$ cat src/rtl/vec_arbiter.sv
module vec_arbiter #(
  parameter int NVEC = 64,
  parameter int AW = 32,
  parameter int PW = 4,
  parameter int NPRI = 8,
  parameter logic [31:0] NMI_ADDR = 32'hFFFF_FFF8
) (
  input  logic            clk,
  input  logic            rst_n,
  input  logic [NVEC-1:0] irq_in,
  input  logic            wr_en,
  input  logic [1:0]      wr_sel,
  input  logic [7:0]      wr_idx,
  input  logic [AW-1:0]   wr_data,
  input  logic [PW-1:0]   cpu_ipl,
  input  logic            ack,
  input  logic            nmi_in,
  output logic            irq_req,
  output logic [7:0]      irq_vec,
  output logic [AW-1:0]   fetch_addr,
  output logic            nmi_req
);
  localparam int NEREG = NVEC / 8;

  function automatic logic is_lvl(int v);
    return v == 16 || v == 21;
  endfunction

  function automatic logic is_edg(int v);
    return v == 23 || (v >= 28 && v <= 31);
  endfunction

  function automatic int pri_of(int v);
    case (v)
      16: return 0;
      21: return 1;
      23: return 2;
      28, 29, 30, 31: return v - 24;
      default: return 0;
    endcase
  endfunction

  logic [AW-1:0]   base_q;
  logic [7:0]      en_q [NEREG];
  logic [PW-1:0]   pri_q [NPRI];
  logic [NVEC-1:0] prev_q, epend_q, live;
  logic            nmi_prev_q;
  logic [PW-1:0]   best_lvl;
  logic [7:0]      best_vec;
  logic            take_ack;

  always_comb begin
    for (int v = 0; v < NVEC; v++) begin
      if (is_lvl(v))      live[v] = irq_in[v] & en_q[v / 8][v % 8];
      else if (is_edg(v)) live[v] = epend_q[v] & en_q[v / 8][v % 8];
      else                live[v] = 1'b0;
    end
  end

  always_comb begin
    best_lvl = '0;
    best_vec = '0;
    for (int v = 0; v < NVEC; v++) begin
      if (live[v] && pri_q[pri_of(v)] > best_lvl) begin
        best_lvl = pri_q[pri_of(v)];
        best_vec = 8'(v);
      end
    end
  end

  assign take_ack   = ack && irq_req && !nmi_req;
  assign fetch_addr = nmi_req ? AW'(NMI_ADDR) : base_q + (AW'(irq_vec) << 2);

  always_ff @(posedge clk or negedge rst_n) begin
    if (!rst_n) begin
      base_q     <= '0;
      prev_q     <= '0;
      epend_q    <= '0;
      nmi_prev_q <= 1'b0;
      nmi_req    <= 1'b0;
      irq_req    <= 1'b0;
      irq_vec    <= '0;
      for (int i = 0; i < NEREG; i++) en_q[i] <= '0;
      for (int i = 0; i < NPRI; i++)  pri_q[i] <= '0;
    end else begin
      prev_q     <= irq_in;
      nmi_prev_q <= nmi_in;
      nmi_req    <= (nmi_req & ~ack) | (nmi_in & ~nmi_prev_q);
      for (int v = 0; v < NVEC; v++) begin
        if (is_edg(v))
          epend_q[v] <= (epend_q[v] & ~(take_ack && irq_vec == 8'(v))) | (irq_in[v] & ~prev_q[v]);
        else
          epend_q[v] <= 1'b0;
      end
      if (take_ack) irq_req <= 1'b0;
      else if (!irq_req && best_lvl > cpu_ipl) begin
        irq_req <= 1'b1;
        irq_vec <= best_vec;
      end
      if (wr_en) begin
        case (wr_sel)
          2'd0: base_q <= {wr_data[AW-1:2], 2'b00};
          2'd1: if (int'(wr_idx) < NEREG) en_q[wr_idx] <= wr_data[7:0];
          2'd2: if (int'(wr_idx) < NPRI) pri_q[wr_idx] <= wr_data[PW-1:0];
          default: ;
        endcase
      end
    end
  end
endmodule

$ cat config.mk
export PLATFORM = sky130hd
export DESIGN_NAME = vec_arbiter
export DESIGN_NICKNAME = d
export VERILOG_FILES = /design/src/rtl/vec_arbiter.sv
export SDC_FILE = /design/constraint.sdc
export NUM_CORES = 1
export LEC_CHECK = 0
export ABC_AREA = 1
export BUFFER_PORTS_ARGS = -buffer_cell sky130_fd_sc_hd__buf_2
export CAP_MARGIN = 20
export CORE_ASPECT_RATIO = 1.4
export CORE_MARGIN = 2
export CORE_UTILIZATION = 51
export CTS_CLUSTER_DIAMETER = 50
export CTS_CLUSTER_SIZE = 28
export DETAILED_ROUTE_END_ITERATION = 12
export GPL_TIMING_DRIVEN = 0
export PLACE_DENSITY = 0.76
export SETUP_SLACK_MARGIN = 0.15
export SLEW_MARGIN = 15
export SYNTH_ARGS = -nofsm -noshare
export SYNTH_HDL_FRONTEND = slang
export SYNTH_SLANG_ARGS = --single-unit
$ cat constraint.sdc
create_clock -name clk -period 17.69 [get_ports clk]
set_input_delay 2.6535 -clock clk [delete_from_list [all_inputs] [get_ports clk]]
set_output_delay 2.6535 -clock clk [all_outputs]
set_load 0.01 [all_outputs]
==> out/metrics.csv <==
stage,metric,value,unit
run_status,status,"finished, final reports clean",
critical_path,Critical Path Sink Type,flop,
cts,Clock Path Buffers,2,
cts,H-tree levels,3,
cts,Num CTS Buffers,9,
sta,max_slew headroom,63.8,%
die,Starting Density,52.6,%
cts,cts repair resizes,0,
die,die width,89.7,um
die,die area,11100,um^2
sta,skew final,0.00844,ns
global_routing,gr ovfl total,0,
layout,Storage cell area,2080,um^2
synthesis,adder-cell share of the synthesized area,7.55,%
sta,RSZ-0062 raised after global routing,no,
global_routing,first-pass GRT wire length,21600,um
die,Die Height,124,um
critical_path,"Slowest-stage cell, CP",or2_2,
synthesis,Synth Area in Compound Gates,14.0,%
synthesis,syn avg cell area,7.74,um^2
sta,final-report hold violation count,0,
layout,area of the multi-input gates,2700,um^2
global_routing,largest net degree at the start of global routing,53,
layout,most frequent cells in the layout,"134 x nand2_1, 100 x inv_1, 93 x buf_2, 83 x dfrtp_1, 76 x o21ai_0",
synthesis,Yosys top cell by area,dfrtp_1,
die,# rows,43,
detailed_routing,initial drt markers,325,
cts,Post-CTS Setup Inserts,0,
placement,# port buffers,94,
sta,setup tns final,0,ns
detailed_routing,Pre-antenna DRT Iters,5,
synthesis,"top cells by area, synth","dfrtp_1 40%, nand2_1 9.6%, o21ai_0 7.3%",
synthesis,share of the synthesized area in the top cell type,39.6,%
detailed_routing,total wire length,13200,um
critical_path,cell mode on critical path,nand2_1,
critical_path,Worst path max stage delay,0.37,ns
global_routing,initial antenna violation count,0,
detailed_routing,via count,4876,
sta,WHS,0.427,ns
power,Max rail drop VDD,0.0501,mV
sta,Worst-Margin Slew,0.543,ns
detailed_routing,DR DRC count,0,
global_routing,GRT Total Usage,25.6,%
synthesis,ys async rst share,100,%
synthesis,Post-synth top flop,dfrtp_1,
layout,Filler Cell Count,903,
layout,"most common cell after layout, fill and taps aside",nand2_1,
cts,clk_lat worst skew,0.34,ns
cts,CTS Sinks,83,
sta,min cycle time layout,10.83,ns
detailed_routing,vias per cell,5.26,
synthesis,Mapped Cells,677,
critical_path,CP max FO,10,
cts,Worst-path clk slew,0.07,ns
layout,Non-Filler Instances,927,
layout,ANT cells,0,
synthesis,simple-gate share of the synthesized area,27.5,%
detailed_routing,wire per inst,14.3,um
critical_path,Required @ worst endpoint,17.93,ns
detailed_routing,antenna-violating nets left,0,
cts,hold_buf cts,0,
sta,f_max,92.4,MHz
layout,Syn-to-layout area delta,18.9,%
worst_hold_path,HP Class,flop to flop,
synthesis,post-synth cell types,41,
critical_path,critical path type,primary input to flop,
sta,Final period util,61.2,%
placement,Final Wtd Congestion,0.881,
placement,post-DP HPWL,10600,um
sta,Final setup viols,0,
synthesis,#FFs+latches synth,83,
synthesis,sequential-to-total area share from yosys stat,39.6,%
power,PD cells,91.2,nW/um^2
layout,share of cells above drive strength 1,22.2,%
run,Max Cap Viol,0,
critical_path,CP arrival,11.06,ns
sta,final-report max-slew violation count,0,
synthesis,Post-synth EDFFs,0,
layout,final core utilization,62.6,%
global_routing,vias in the first global route,4945,
die,num ports,157,
placement,Inst Count DP,911,
cts,root buf cell,clkbuf_16,
synthesis,warnings from Yosys,0,
cts,CTS tree,built,
critical_path,r2r setup slk,8.83,ns
critical_path,Startpoint Class,primary input,
synthesis,synthesized area,5240,um^2
die,total core area,9950,um^2
synthesis,XOR/XNOR Fraction of Synth Area,0.334,%
synthesis,largest family of logic cells by synthesized area,simple AND/OR/NAND/NOR gates,
layout,nets,933,
synthesis,post-synthesis mux area share,1.72,%
power,Leakage,3.26,nW
-- cell type report --
cell class | instances | share of cell area, %
Tap cell | 135 | 2.71
Buffer | 15 | 1.45
Clock buffer | 10 | 3.68
Multi-Input combinational cell | 479 | 43.3
Timing Repair Buffer | 95 | 8.04
Inverter | 104 | 6.27
Clock inverter | 6 | 1.21
Sequential cell | 83 | 33.4
-- through the flow --
| step | area (um^2) | total power, mW | worst slack (ns) |
|---|---|---|---|
| 6_report | 6230 | 0.568 | 6.86 |
| 2_1_floorplan | 5250 | 0.320 | 7.78 |
| 3_5_place_dp | 5920 | 0.380 | 6.53 |
| 4_1_cts | 6230 | 0.571 | 6.86 |
| 5_1_grt | 6230 | 0.603 | 5.96 |
| 3_3_place_gp | 5890 | 0.375 | 6.89 |
-- path summary, 6_finish.rpt --
path | depth (start not counted) | from | end
min reg2reg | 1 | prev_q[30]$_DFF_PN0_ | epend_q[30]$_DFF_PN0_
max | 66 | irq_in[16] | irq_vec[4]$_DFFE_PN0P_
max in group asynchronous | 2 | rst_n | prev_q[28]$_DFF_PN0_
min in group asynchronous | 1 | rst_n | pri_q[23]$_DFFE_PN0P_
min | 1 | prev_q[30]$_DFF_PN0_ | epend_q[30]$_DFF_PN0_
max reg2reg | 65 | pri_q[28]$_DFFE_PN0P_ | irq_vec[4]$_DFFE_PN0P_
-- registers in the layout, indices dropped and copies added (netlist names) --
name / cells
base_q: 30
pri_q: 28
en_q: 7
epend_q: 5
irq_vec: 5
prev_q: 5
irq_req: 1
nmi_prev_q: 1
nmi_req: 1
-- report_power, final --
| part | internal, mW | switching (mW) |
|---|---|---|
| registers | 0.211 | 0.0231 |
| clock network | 0.111 | 0.0788 |
| logic | 0.0575 | 0.0868 |
-- critical path, delay by kind of cell --
kind            cells  cell delay [ns]
simple gates       35             4.05
fa+ha+maj           7             2.03
compound gates     10             1.22
buf+inv            14             1.08
-- cells by family after synthesis --
kind of cell | Yosys count
DFF | 83
xor gates and xnor gates | 2
buffers and inverters | 119
and+or+nand+nor | 298
adders and majority gates | 31
muxes | 8
other | 1
AOI/OAI and AO/OA | 135
-- synthesized netlist by cell type, types with 3 or more instances --
cell / n
nor2_4: 3
clkbuf_1: 8
nor2_1: 45
nor4_1: 5
nand3_2: 11
nor2_2: 5
nand4_1: 7
buf_4: 5
dfrtp_1: 83
o21ai_0: 76
o22ai_1: 3
o211ai_1: 3
nor3_1: 9
nand2_2: 15
nand3_1: 44
mux2_2: 8
inv_2: 4
a21o_1: 3
ha_1: 30
o21bai_1: 6
and2_1: 3
or2_2: 9
nand2_4: 3
inv_1: 100
nand2_1: 134
a21oi_1: 34
-- metal layers --
layer	GRT usage, %	wire length, um	up-vias
met5	0	0	-
met4	15.2	571	0
met3	4.97	655	37
met2	44.5	6830	139
met1	28.5	5190	2259
li1	-	-	2441
(Power assumes the default switching activity.)
